===== src/rtl/slot_alloc_pkg.sv =====
// Shared types for the slot allocator: request opcode and controller state.
package slot_alloc_pkg;
    typedef enum logic {
        OP_ALLOC = 1'b0,
        OP_FREE  = 1'b1
    } slot_op_e;

    typedef enum logic [1:0] {
        ST_IDLE   = 2'd0,
        ST_SEARCH = 2'd1,
        ST_FREE   = 2'd2
    } slot_state_e;
endpackage


===== src/rtl/slot_window_fit.sv =====
// Combinational test of one candidate run: reports whether len slots starting
// at cand are all free and all lie below lim. Assumes lim <= N_SLOTS and that
// len has already been range-checked against MAX_RUN by the caller.
module slot_window_fit #(
    parameter int N_SLOTS = 16,
    parameter int MAX_RUN = 4,
    localparam int IDX_W = $clog2(N_SLOTS),
    localparam int LEN_W = $clog2(MAX_RUN + 1)
) (
    input  logic [N_SLOTS-1:0] used,
    input  logic [IDX_W-1:0]   cand,
    input  logic [LEN_W-1:0]   len,
    input  logic [IDX_W:0]     lim,
    output logic               fit
);
    logic [MAX_RUN-1:0] busy;

    // One checker per position in the window; a position beyond len is ignored.
    for (genvar k = 0; k < MAX_RUN; k++) begin : g_pos
        logic [IDX_W:0] pos;
        assign pos = {1'b0, cand} + (IDX_W+1)'(k);
        assign busy[k] = (LEN_W'(k) < len) &&
                         ((pos >= lim) || used[pos[IDX_W-1:0]]);
    end

    // A zero-length run never fits.
    assign fit = (len != '0) && (busy == '0);
endmodule


===== src/rtl/slot_bitmap.sv =====
// Slot occupancy register. Sets or clears a run of len slots from start in
// one cycle; runs are clipped at the top of the pool. Assumes set_en and
// clr_en are never high together.
module slot_bitmap #(
    parameter int N_SLOTS = 16,
    parameter int MAX_RUN = 4,
    localparam int IDX_W = $clog2(N_SLOTS),
    localparam int LEN_W = $clog2(MAX_RUN + 1),
    localparam int HALF  = N_SLOTS / 2
) (
    input  logic               clk,
    input  logic               rst_n,
    input  logic               set_en,
    input  logic               clr_en,
    input  logic [IDX_W-1:0]   start,
    input  logic [LEN_W-1:0]   len,
    output logic [N_SLOTS-1:0] used,
    output logic               tx_any_free
);
    logic [N_SLOTS-1:0] run_mask;

    // Decode the run [start, start+len) into a slot mask.
    always_comb begin
        for (int i = 0; i < N_SLOTS; i++) begin
            run_mask[i] = (i >= int'(start)) && ((i - int'(start)) < int'(len));
        end
    end

    // Occupancy update: set on allocation, clear on free.
    always_ff @(posedge clk) begin
        if (!rst_n)       used <= '0;
        else if (set_en)  used <= used | run_mask;
        else if (clr_en)  used <= used & ~run_mask;
    end

    // Any free slot in the upper (transmit) half.
    assign tx_any_free = ~&used[N_SLOTS-1:HALF];

    // a run is only claimed when none of its slots is held.
    p_claim_free_r3: assert property (@(posedge clk) disable iff (!rst_n)
        set_en |-> ((used & run_mask) == '0));

    // the controller issues at most one update per cycle.
    p_one_update_r9: assert property (@(posedge clk) disable iff (!rst_n)
        !(set_en && clr_en));
endmodule


===== src/rtl/slot_alloc.sv =====
// Split-region slot allocator. Receive runs come from the lower half of the
// pool and transmit runs from the upper half; the search is first-fit, with
// one candidate start per cycle. Assumes NUM_SLOTS is a power of two >= 2
// and MAX_RUN <= NUM_SLOTS/2.
module slot_alloc
    import slot_alloc_pkg::*;
#(
    parameter int NUM_SLOTS  = 16,
    parameter int MAX_RUN    = 4,
    parameter int DESC_BYTES = 32,
    localparam int IDX_W = $clog2(NUM_SLOTS),
    localparam int LEN_W = $clog2(MAX_RUN + 1),
    localparam int CNT_W = $clog2(NUM_SLOTS + 1),
    localparam int OFF_W = $clog2(NUM_SLOTS * DESC_BYTES),
    localparam int HALF  = NUM_SLOTS / 2
) (
    input  logic             clk,
    input  logic             rst_n,
    input  logic             req_valid,
    output logic             req_ready,
    input  logic             req_op,
    input  logic             req_dir,
    input  logic [LEN_W-1:0] req_len,
    input  logic [IDX_W-1:0] req_index,
    output logic             done,
    output logic             done_ok,
    output logic [IDX_W-1:0] done_index,
    output logic [OFF_W-1:0] done_offset,
    output logic [CNT_W-1:0] in_use,
    output logic             tx_free_any
);
    slot_state_e          state;
    slot_op_e             op_q;
    logic                 dir_q;
    logic [LEN_W-1:0]     len_q;
    logic [IDX_W-1:0]     idx_q;
    logic [IDX_W-1:0]     cand;
    logic [IDX_W-1:0]     last_cand;
    logic [IDX_W:0]       lim;
    logic                 fit_raw;
    logic                 fit;
    logic                 len_ok;
    logic [NUM_SLOTS-1:0] used;
    logic                 set_en;
    logic                 clr_en;
    logic [IDX_W-1:0]     upd_start;
    logic                 accept;

    assign accept    = req_valid && req_ready;
    assign req_ready = (state == ST_IDLE);

    // Window end and last candidate for the chosen half.
    assign lim       = dir_q ? (IDX_W+1)'(NUM_SLOTS) : (IDX_W+1)'(HALF);
    assign last_cand = dir_q ? IDX_W'(NUM_SLOTS - 1) : IDX_W'(HALF - 1);
    assign len_ok    = (len_q != '0) && (int'(len_q) <= MAX_RUN);
    assign fit       = fit_raw && len_ok;

    // Bitmap update strobes from the controller state.
    assign set_en    = (state == ST_SEARCH) && fit;
    assign clr_en    = (state == ST_FREE);
    assign upd_start = (state == ST_FREE) ? idx_q : cand;

    slot_window_fit #(.N_SLOTS(NUM_SLOTS), .MAX_RUN(MAX_RUN)) u_fit (
        .used (used),
        .cand (cand),
        .len  (len_q),
        .lim  (lim),
        .fit  (fit_raw)
    );

    slot_bitmap #(.N_SLOTS(NUM_SLOTS), .MAX_RUN(MAX_RUN)) u_map (
        .clk         (clk),
        .rst_n       (rst_n),
        .set_en      (set_en),
        .clr_en      (clr_en),
        .start       (upd_start),
        .len         (len_q),
        .used        (used),
        .tx_any_free (tx_free_any)
    );

    // Controller: accept, step the search, complete and report.
    always_ff @(posedge clk) begin
        if (!rst_n) begin
            state       <= ST_IDLE;
            op_q        <= OP_ALLOC;
            dir_q       <= 1'b0;
            len_q       <= '0;
            idx_q       <= '0;
            cand        <= '0;
            done        <= 1'b0;
            done_ok     <= 1'b0;
            done_index  <= '0;
            done_offset <= '0;
            in_use      <= '0;
        end else begin
            done <= 1'b0;
            case (state)
                ST_IDLE: begin
                    if (accept) begin
                        op_q  <= slot_op_e'(req_op);
                        dir_q <= req_dir;
                        len_q <= req_len;
                        idx_q <= req_index;
                        cand  <= req_dir ? IDX_W'(HALF) : '0;
                        state <= req_op ? ST_FREE : ST_SEARCH;
                    end
                end
                ST_SEARCH: begin
                    if (fit) begin
                        done        <= 1'b1;
                        done_ok     <= 1'b1;
                        done_index  <= cand;
                        done_offset <= OFF_W'(int'(cand) * DESC_BYTES);
                        in_use      <= in_use + CNT_W'(1);
                        state       <= ST_IDLE;
                    end else if (!len_ok || cand == last_cand) begin
                        done    <= 1'b1;
                        done_ok <= 1'b0;
                        state   <= ST_IDLE;
                    end else begin
                        cand <= cand + IDX_W'(1);
                    end
                end
                ST_FREE: begin
                    done        <= 1'b1;
                    done_ok     <= 1'b1;
                    done_index  <= idx_q;
                    done_offset <= OFF_W'(int'(idx_q) * DESC_BYTES);
                    if (in_use != '0) in_use <= in_use - CNT_W'(1);
                    state       <= ST_IDLE;
                end
                default: state <= ST_IDLE;
            endcase
        end
    end

    // receive results stay in the lower half.
    p_rx_half_r1: assert property (@(posedge clk) disable iff (!rst_n)
        (done && done_ok && op_q == OP_ALLOC && !dir_q) |-> (int'(done_index) < HALF));

    // transmit results stay in the upper half.
    p_tx_half_r2: assert property (@(posedge clk) disable iff (!rst_n)
        (done && done_ok && op_q == OP_ALLOC && dir_q) |-> (int'(done_index) >= HALF));

    // a failed allocation leaves the occupancy untouched.
    p_fail_still_r4: assert property (@(posedge clk) disable iff (!rst_n)
        (done && !done_ok) |-> $stable(used));

    // a successful allocation counts up by one.
    p_count_up_r5: assert property (@(posedge clk) disable iff (!rst_n)
        (done && done_ok && op_q == OP_ALLOC) |-> (in_use == $past(in_use) + CNT_W'(1)));

    // completion coincides with the return to idle, as a single pulse.
    p_done_idle_r9: assert property (@(posedge clk) disable iff (!rst_n)
        done |-> (req_ready && !$past(done)));
endmodule


===== config.mk =====
export PLATFORM = sky130hd
export DESIGN_NAME = slot_alloc
export DESIGN_NICKNAME = d
export VERILOG_FILES = /design/src/rtl/slot_alloc_pkg.sv /design/src/rtl/slot_window_fit.sv /design/src/rtl/slot_bitmap.sv /design/src/rtl/slot_alloc.sv
export SDC_FILE = /design/constraint.sdc
export NUM_CORES = 1
export LEC_CHECK = 0
export BUFFER_PORTS_ARGS = -buffer_cell sky130_fd_sc_hd__buf_4
export CORE_MARGIN = 3
export CORE_UTILIZATION = 51
export CTS_CLUSTER_DIAMETER = 150
export DETAILED_ROUTE_END_ITERATION = 7
export PLACE_DENSITY = 0.81
export SKIP_CTS_REPAIR_TIMING = 1
export SLEW_MARGIN = 15
export SYNTH_ARGS = -nofsm -noshare
export SYNTH_HDL_FRONTEND = slang
export SYNTH_SLANG_ARGS = --single-unit

===== constraint.sdc =====
create_clock -name clk -period 4.8 [get_ports clk]
set_input_delay 0.24 -clock clk [delete_from_list [all_inputs] [get_ports clk]]
set_output_delay 0.24 -clock clk [all_outputs]
set_load 0.1 [all_outputs]

==> reports/qor.csv, run 1 <==
metric;value;unit
status;finished clean;
clk_skew;0.00790;ns
Reg-to-Reg Start;cand[1];
R2R Setup Slk;0.83;ns
final instance area;0.00432;mm2
Setup CP Type;reg2reg;
leakage power;1.76;nW
utilization after layout;0.580;
Clock transition at path regs;0.09;ns
final worst path period share;0.828;
maxcap violations;0;
IR drop worst, VDD;0.237;mV
fmax;252;MHz
FP Rows;31;
post-synthesis cell type count;72;
Synth warnings;0;
pin count of the biggest net entering global routing;34;
synthesized instance count;483;
Starting DRT DRC Count;357;
CP max FO;21;
worst slew pin tran;1.05;ns
Arr. time, crit path;4.18;ns
Cell Chain, Critical Path;ha_1 > xor2_1 > inv_1 > ha_1 > and4b_1 > a211o_1 > a2111oi_2 > nand3_1 > a2111oi_4 > buf_4 > o211ai_4 > a221oi_2;
CP Launch Type;register;
Synth async-reset ratio;0;
initial antenna violation count;0;
Tmin final;3.97;ns
CP dominant cell by count;ha_1;
first-pass GRT wire length;16800;um
die width;94.7;um
count of pins over their slew limit;0;
final count of hold timing violations;0;
crit end category;register;
setup TNS;0;ns
slowest cell on the critical path;dfxtp_1;
Synth Cell Area;0.00401;mm2
power per cell area;234;mW/mm2
WL final;10100;um
Layout area overhead;7.80;%
class of the worst hold path;in2reg;
Hold Crit Start;req_op;
# setup viols final;0;
layout cell share with drive strength beyond 1;0.148;
Worst EP required;5.01;ns
diode count;0;
CP peak stage delay;0.79;ns
GR Util All Layers;0.234;
deepest clock path buffer count;2;
top_reg_cell synth;dfxtp_1;
CTS tree;built;
Die Ht;94.7;um
I/O pin total;34;
DR vias/cell;6.13;
RSZ-0062 raised after global routing;no;
total CTS buffers;5;
H-tree depth;2;
vias in the first global route;3462;
Placeable Area;0.00745;mm2
drt first pass iters;5;
CTS root buf;clkbuf_8;
DR DRC count;0;
Reg2Reg Depth;12;
number of port buffers;28;
Total Die Area;0.00896;mm2
GR Overflow Total;0;
vias;3664;
Filler cells;686;
global placement routability congestion;0.882;
Nets;560;
syn_area_per_cell;8.30;um2
CTS sink cnt;41;
post-synthesis register bit count;41;
Detail Route Antenna Nets;0;
slew margin rel.;0.296;
wire per inst;16.9;um
Crit. Startpoint;cand[1];
Skew-Pair Late Insertion Delay;0.30;ns
EDFF count, synth;0;
HPWL after DPL;7640;um
placed instance area;0.00423;mm2
initial core utilization;0.538;
Seq/Total Area, Yosys;0.205;
power breakdown:
part           internal [mW]  switching [mW]  total, mW
clock                  0.103           0.134      0.237
combinational          0.124           0.273      0.396
sequential             0.356          0.0212      0.377
layout by cell type, fill, tap and decap left out, types with 7 or more instances in the layout:
| master | synthesis | final |
|---|---|---|
| nor2_1 | 8 | 8 |
| inv_1 | 41 | 41 |
| xnor2_1 | 9 | 9 |
| ha_1 | 49 | 49 |
| mux2i_1 | 20 | 20 |
| buf_4 | 10 | 36 |
| nand2_1 | 59 | 59 |
| a21o_1 | 8 | 8 |
| nand4_1 | 7 | 7 |
| a31oi_1 | 8 | 8 |
| o21ai_0 | 16 | 16 |
| nand3_1 | 13 | 13 |
| mux4_2 | 8 | 8 |
| a21oi_1 | 48 | 48 |
| dfxtp_1 | 41 | 41 |
synthesized netlist by cell type (5+ instances only):
master	n	area share
a21oi_1	48	0.060
dfxtp_1	41	0.20
a211oi_1	6	0.011
nand4_1	7	0.011
buf_4	10	0.019
nor3_1	5	0.0062
buf_1	5	0.0047
clkbuf_1	12	0.011
o21a_1	5	0.0094
nand2_1	59	0.055
nand3_1	13	0.016
inv_1	41	0.038
a31oi_1	8	0.012
nand2b_1	5	0.0078
o21ai_0	16	0.020
ha_1	49	0.15
xnor2_1	9	0.020
mux2i_1	20	0.050
nor2_1	8	0.0075
a21bo_2	6	0.015
mux4_2	8	0.045
a21o_1	8	0.015
per-layer routing:
layer	share of wire	routed length [um]	GRT usage	vias up
met4	0.013	131	0.0613	0
met5	0	0	0	-
li1	-	-	-	1772
met1	0.46	4640	0.325	1740
met3	0.061	619	0.0303	15
met2	0.47	4720	0.384	137
through the flow:
stage	hold WS [ns]	total power, mW	std cells	setup WS, ns
after floorplan	0.359	0.697	487	1.23
after global placement	0.445	0.760	590	1.08
after detailed placement	0.452	0.775	590	0.910
after CTS	0.156	1.01	598	0.880
after global routing	0.177	1.06	598	0.544
final	0.158	1.01	598	0.825
layout make-up:
type	instances	area, um2	share of cell area
Timing Repair Buffer	36	270	0.0625
Sequential cell	41	821	0.190
Clock inverter	3	21.3	0.00492
Clock buffer	5	68.8	0.0159
Inverter	42	158	0.0365
Multi-Input combinational cell	372	2860	0.662
Tap cell	99	124	0.0287
worst max-delay path, delay by kind of cell, from the launching register on:
family	cells	cell delay (ns)
simple gates	2	0.38
fa+ha+maj	2	0.65
compound gates	5	1.39
flops	1	0.79
xor+xnor	1	0.25
buf+inv	2	0.41
how the worst min path moves through the flow:
stage / slack [ns] / to / cells past startpoint
floorplan: 0.36 / state[0] / 1
global placement: 0.45 / idx_q[1] / 2
detailed placement: 0.45 / idx_q[0] / 2
CTS: 0.16 / state[0] / 2
global route: 0.18 / state[0] / 2
finish: 0.16 / state[0] / 2
kinds of logic after synthesis:
| logic type | synth area share |
|---|---|
| buffers and inverters | 0.0858 |
| AOI/OAI and AO/OA | 0.256 |
| muxes | 0.106 |
| DFF | 0.205 |
| xor gates and xnor gates | 0.0325 |
| and+or+nand+nor | 0.157 |
| other | 0.000935 |
| adders and majority gates | 0.158 |
No activity file was read; power rests on OpenSTA's default activity.
==> run 2: changes to the inputs <==
--- a/config.mk
+++ b/config.mk
@@ -10,7 +10,7 @@
 export CORE_UTILIZATION = 51
 export CTS_CLUSTER_DIAMETER = 150
 export DETAILED_ROUTE_END_ITERATION = 7
-export PLACE_DENSITY = 0.81
+export PLACE_DENSITY = 0.83
 export SKIP_CTS_REPAIR_TIMING = 1
 export SLEW_MARGIN = 15
 export SYNTH_ARGS = -nofsm -noshare
==> constraint.sdc (replaced) <==
create_clock -name clk -period 3.6 [get_ports clk]
set_input_delay 0.18 -clock clk [delete_from_list [all_inputs] [get_ports clk]]
set_output_delay 0.18 -clock clk [all_outputs]
set_load 0.1 [all_outputs]
==> run 2 against run 1 <==
Compared with the run above: non-clock buffer count grew 10; flip-flop and latch count is the same; first-iteration DRC count shrank 15%; power grew 39%; largest power group unchanged.
==> reports/qor.csv, run 2 (synthesis results as in run 1) <==
metric;value;unit;change
Skew-Pair Late Insertion Delay;0.29;ns;about the same
Reg-to-Reg Start;state[0];;
final count of hold timing violations;0;;unchanged
count of pins over their slew limit;0;;unchanged
setup TNS;0;ns;unchanged
Hold EP;state[0];;
# setup viols final;0;;unchanged
FP Rows;31;;unchanged
leakage power;1.83;nW;+3.7%
Nets;570;;+1.8%
Setup CP Type;reg2reg;;
status;finished clean;;
pin count of the biggest net entering global routing;30;;-12%
Clock transition at path regs;0.08;ns;about the same
DR DRC count;0;;unchanged
total CTS buffers;5;;unchanged
global placement routability congestion;0.912;;+3.4%
RSZ-0062 raised after global routing;no;;
Worst EP required;3.78;ns;-1.23 ns
maxcap violations;0;;unchanged
Total Die Area;0.00896;mm2;unchanged
drt first pass iters;6;;+1
Layout area overhead;10.6;%;
final total power;1.41;mW;+39%
die width;94.7;um;unchanged
number of port buffers;28;;unchanged
GR Util All Layers;0.234;;-0.000362
vias;3784;;+3.3%
IR drop worst, VDD;0.274;mV;+16%
wire per inst;16.9;um;+0.26%
DR vias/cell;6.22;;+1.6%
WL final;10300;um;+1.9%
final worst path period share;0.947;;+0.119
vias in the first global route;3532;;+2.0%
I/O pin total;34;;unchanged
CP max FO;15;;-29%
class of the worst hold path;in2reg;;
Die Ht;94.7;um;unchanged
CTS root buf;clkbuf_8;;
most common cell after layout, fill and taps aside;nand2_1;;
hold path depth;2;;unchanged
worst slew pin tran;0.785;ns;-0.269 ns
Detail Route Antenna Nets;0;;unchanged
fin cells;608;;+1.7%
H-tree depth;2;;unchanged
HPWL after DPL;7780;um;+1.8%
GR Overflow Total;0;;unchanged
Reg2Reg Depth;11;;-1
initial core utilization;0.538;;unchanged
diode count;0;;unchanged
CP Launch Type;register;;
DP Worst Slack;0.202;ns;-0.708 ns
layout cell share with drive strength beyond 1;0.165;;+0.0167
CTS tree;built;;
Placeable Area;0.00745;mm2;unchanged
crit end category;register;;
Tmin final;3.41;ns;-0.566 ns
Arr. time, crit path;3.59;ns;-0.59 ns
Hold Crit Start;req_op;;
first-pass GRT wire length;17000;um;+0.82%
Starting DRT DRC Count;303;;-15%
worst setup margin;0.191;ns;-0.634 ns
slew margin rel.;0.463;;+0.167
CTS sink cnt;41;;unchanged
power per cell area;317;mW/mm2;+36%
Placed Cells;600;;+1.7%
R2R Setup Slk;0.19;ns;-0.63 ns
commonest non-fill, non-tap cells in the layout;nand2_1 (59), ha_1 (49), a21oi_1 (48);;
fmax;293;MHz;+17%
initial antenna violation count;0;;unchanged
deepest clock path buffer count;2;;unchanged
clk_skew;0.0109;ns;+0.00303 ns
hold_ws;0.0927;ns;-0.0653 ns
run 2: cell count changes in the layout (fill, tap and decap cells not counted), sizes merged:
cell / delta
inv: -1
clkinvlp: -1
clkbuf: +1
buf: +10
bufinv: +1
run 2: worst max-delay path by stage:
stage,end,from,cells after the start,slack (ns)
6_report,register,state[0],11,0.19
4_1_cts,register,cand[2],12,0.20
3_3_place_gp,register,cand[1],12,0.38
2_1_floorplan,register,state[0],16,0.03
5_1_grt,cand[2],cand[2],11,0.04
3_5_place_dp,register,cand[2],12,0.20
run 2: cell type report:
type | instances | area [um2]
tap | 99 | 124
clock buffer | 6 | 72.6
sequential | 41 | 821
multi-input combinational | 372 | 2870
fill | 633 | 3010
inverter | 42 | 158
clock inverter | 2 | 38.8
timing repair buffer | 46 | 358
run 2: critical path, cell delays in order, from the launching register on:
cell,delay [ns]
dfxtp_1,0.34
inv_1,0.09
ha_1,0.46
buf_4,0.32
mux2i_1,0.35
buf_4,0.23
ha_1,0.32
inv_1,0.11
a2111oi_0,0.72
nand2_1,0.12
a22oi_1,0.18
nor2_1,0.05
run 2: report_power, final:
part / switching (mW) / internal (mW)
combinational: 0.372 / 0.172
sequential: 0.0231 / 0.474
clock: 0.158 / 0.208
total: 0.553 / 0.854
run 2: routing by layer:
metal | global-route usage | vias to the layer above | routed length (um)
met5 | 0 | - | 0
met4 | 0.0589 | 0 | 153
met3 | 0.0351 | 19 | 824
met2 | 0.385 | 179 | 4860
met1 | 0.321 | 1799 | 4470
li1 | - | 1787 | -
run 2: per-stage QoR:
stage	area [um2]	utilization
after floorplan	4030	-
after global placement	4320	0.580
after detailed placement	4320	0.580
after CTS	4430	0.595
after global routing	4440	0.596
final	4440	0.596
==> run 3: changes to the inputs <==
--- a/config.mk
+++ b/config.mk
@@ -7,10 +7,10 @@
 export LEC_CHECK = 0
 export BUFFER_PORTS_ARGS = -buffer_cell sky130_fd_sc_hd__buf_4
 export CORE_MARGIN = 3
-export CORE_UTILIZATION = 51
+export CORE_UTILIZATION = 28
 export CTS_CLUSTER_DIAMETER = 150
 export DETAILED_ROUTE_END_ITERATION = 7
-export PLACE_DENSITY = 0.83
+export PLACE_DENSITY = 0.56
 export SKIP_CTS_REPAIR_TIMING = 1
 export SLEW_MARGIN = 15
 export SYNTH_ARGS = -nofsm -noshare
==> run 3 against run 2 <==
Compared with the run above: fmax rose by 0.33%; largest power group unchanged; critical path type unchanged; power increased by 5.5%; register-to-register slack about the same; critical path depth rose by 1.
==> reports/qor.csv, run 3 (synthesis results as in run 1) <==
metric;value;unit;change
first-pass GRT wire length;18300;um;+7.7%
routing usage on met1;0.191;;-0.131
CP delay by family, top;compound AO/OA/AOI/OAI gates;;
deepest clock path buffer count;2;;unchanged
slew margin rel.;0.472;;+0.00918
Top Usage Layer GRT;met2;;
WL final;11000;um;+7.0%
power per cell area;326;mW/mm2;+2.9%
DR DRC count;0;;unchanged
# setup viols final;0;;unchanged
CP Buf/Inv Count;2;;-2
DR vias/cell;5.31;;-15%
pin count of the biggest net entering global routing;21;;-30%
wire per inst;16.0;um;-5.4%
vias;3654;;-3.4%
die width;126;um;+33%
Total Die Area;0.0158;mm2;+76%
Die Ht;126;um;+33%
Tmin final;3.40;ns;-0.0113 ns
Nets;569;;-0.18%
hold_ws;0.102;ns;+0.00972 ns
GR Overflow Total;0;;unchanged
Skew-Pair Late Insertion Delay;0.29;ns;about the same
layout cell share with drive strength beyond 1;0.165;;+0.000325
CP max FO;17;;+2
I/O pin total;34;;unchanged
most common cell after layout, fill and taps aside;nand2_1;;
RSZ-0062 raised after global routing;no;;
CTS tree;built;;
Detail Route Antenna Nets;0;;unchanged
maxcap violations;0;;unchanged
Arr. time, crit path;3.59;ns;about the same
count of pins over their slew limit;0;;unchanged
number of port buffers;28;;unchanged
vias in the first global route;3488;;-1.2%
Starting DRT DRC Count;192;;-37%
utilization after layout;0.327;;-0.269
class of the worst hold path;in2reg;;
CP Launch Type;register;;
final worst path period share;0.944;;-0.00314
FP Rows;43;;+39%
diode count;0;;unchanged
Placeable Area;0.0139;mm2;+87%
setup TNS;0;ns;unchanged
Layout area overhead;13.5;%;
commonest non-fill, non-tap cells in the layout;nand2_1 (59), a21oi_1 (48), ha_1 (48);;
initial antenna violation count;0;;unchanged
drt first pass iters;5;;-1
status;finished clean;;
initial core utilization;0.288;;-0.251
global placement routability congestion;0.855;;-6.3%
IR drop worst, VDD;0.235;mV;-14%
total CTS buffers;5;;unchanged
HPWL after DPL;8480;um;+9.0%
fmax;294;MHz;+0.33%
leakage power;1.83;nW;+0.26%
Clock transition at path regs;0.06;ns;-0.02 ns
GR Util All Layers;0.139;;-0.0946
worst slew pin tran;0.771;ns;-0.0134 ns
slowest cell on the critical path;a2111oi_4;;
Setup CP Type;reg2reg;;
CTS root buf;clkbuf_16;;
final total power;1.49;mW;+5.5%
Worst EP required;3.80;ns;+0.02 ns
M2 GR Usage;0.229;;-0.155
met3 Use GR;0.0216;;-0.0134
Cell Chain, Critical Path;ha_2 > xor2_1 > inv_1 > ha_1 > and4b_1 > a211o_1 > a2111oi_2 > nand3_1 > a2111oi_4 > buf_6 > o211ai_4 > a221oi_2;;
H-tree depth;2;;unchanged
crit end category;register;;
CP peak stage delay;0.41;ns;-0.31 ns
final count of hold timing violations;0;;unchanged
clk_skew;0.00746;ns;-0.00347 ns
CTS sink cnt;41;;unchanged
==> run 3: final cells by class <==
cell class	instances	area [um2]
sequential	41	821
timing repair buffer	45	342
clock buffer	5	125
tap	180	225
clock inverter	3	17.5
multi-input combinational	372	2860
fill	1448	9380
inverter	42	158
==> run 3: worst paths after layout <==
check	slack [ns]	startpoint	cells past startpoint	end
setup / recovery	0.20	cand[1]	12	register
hold / removal	0.10	req_op	2	state[0]
setup reg to reg	0.20	cand[1]	12	register
hold reg to reg	0.46	idx_q[2]	2	idx_q[2]
==> run 3: report_power, final <==
| part | internal (mW) | switching (mW) |
|---|---|---|
| combinational | 0.171 | 0.372 |
| clock | 0.254 | 0.189 |
| sequential | 0.475 | 0.0243 |
==> run 3: per-layer routing <==
layer / vias up / share of wire / wire length (um)
met5: - / 0 / 0
met2: 100 / 0.47 / 5140
li1: 1787 / - / -
met3: 14 / 0.043 / 477
met1: 1753 / 0.47 / 5190
met4: 0 / 0.019 / 211
==> run 3: stage by stage <==
step | cells | setup WS, ns | cell area, um2
2_1_floorplan | 487 | 0.0296 | 4030
3_3_place_gp | 680 | 0.313 | 4400
3_5_place_dp | 680 | 0.170 | 4400
4_1_cts | 688 | 0.159 | 4540
5_1_grt | 688 | 0.00526 | 4550
6_report | 688 | 0.202 | 4550
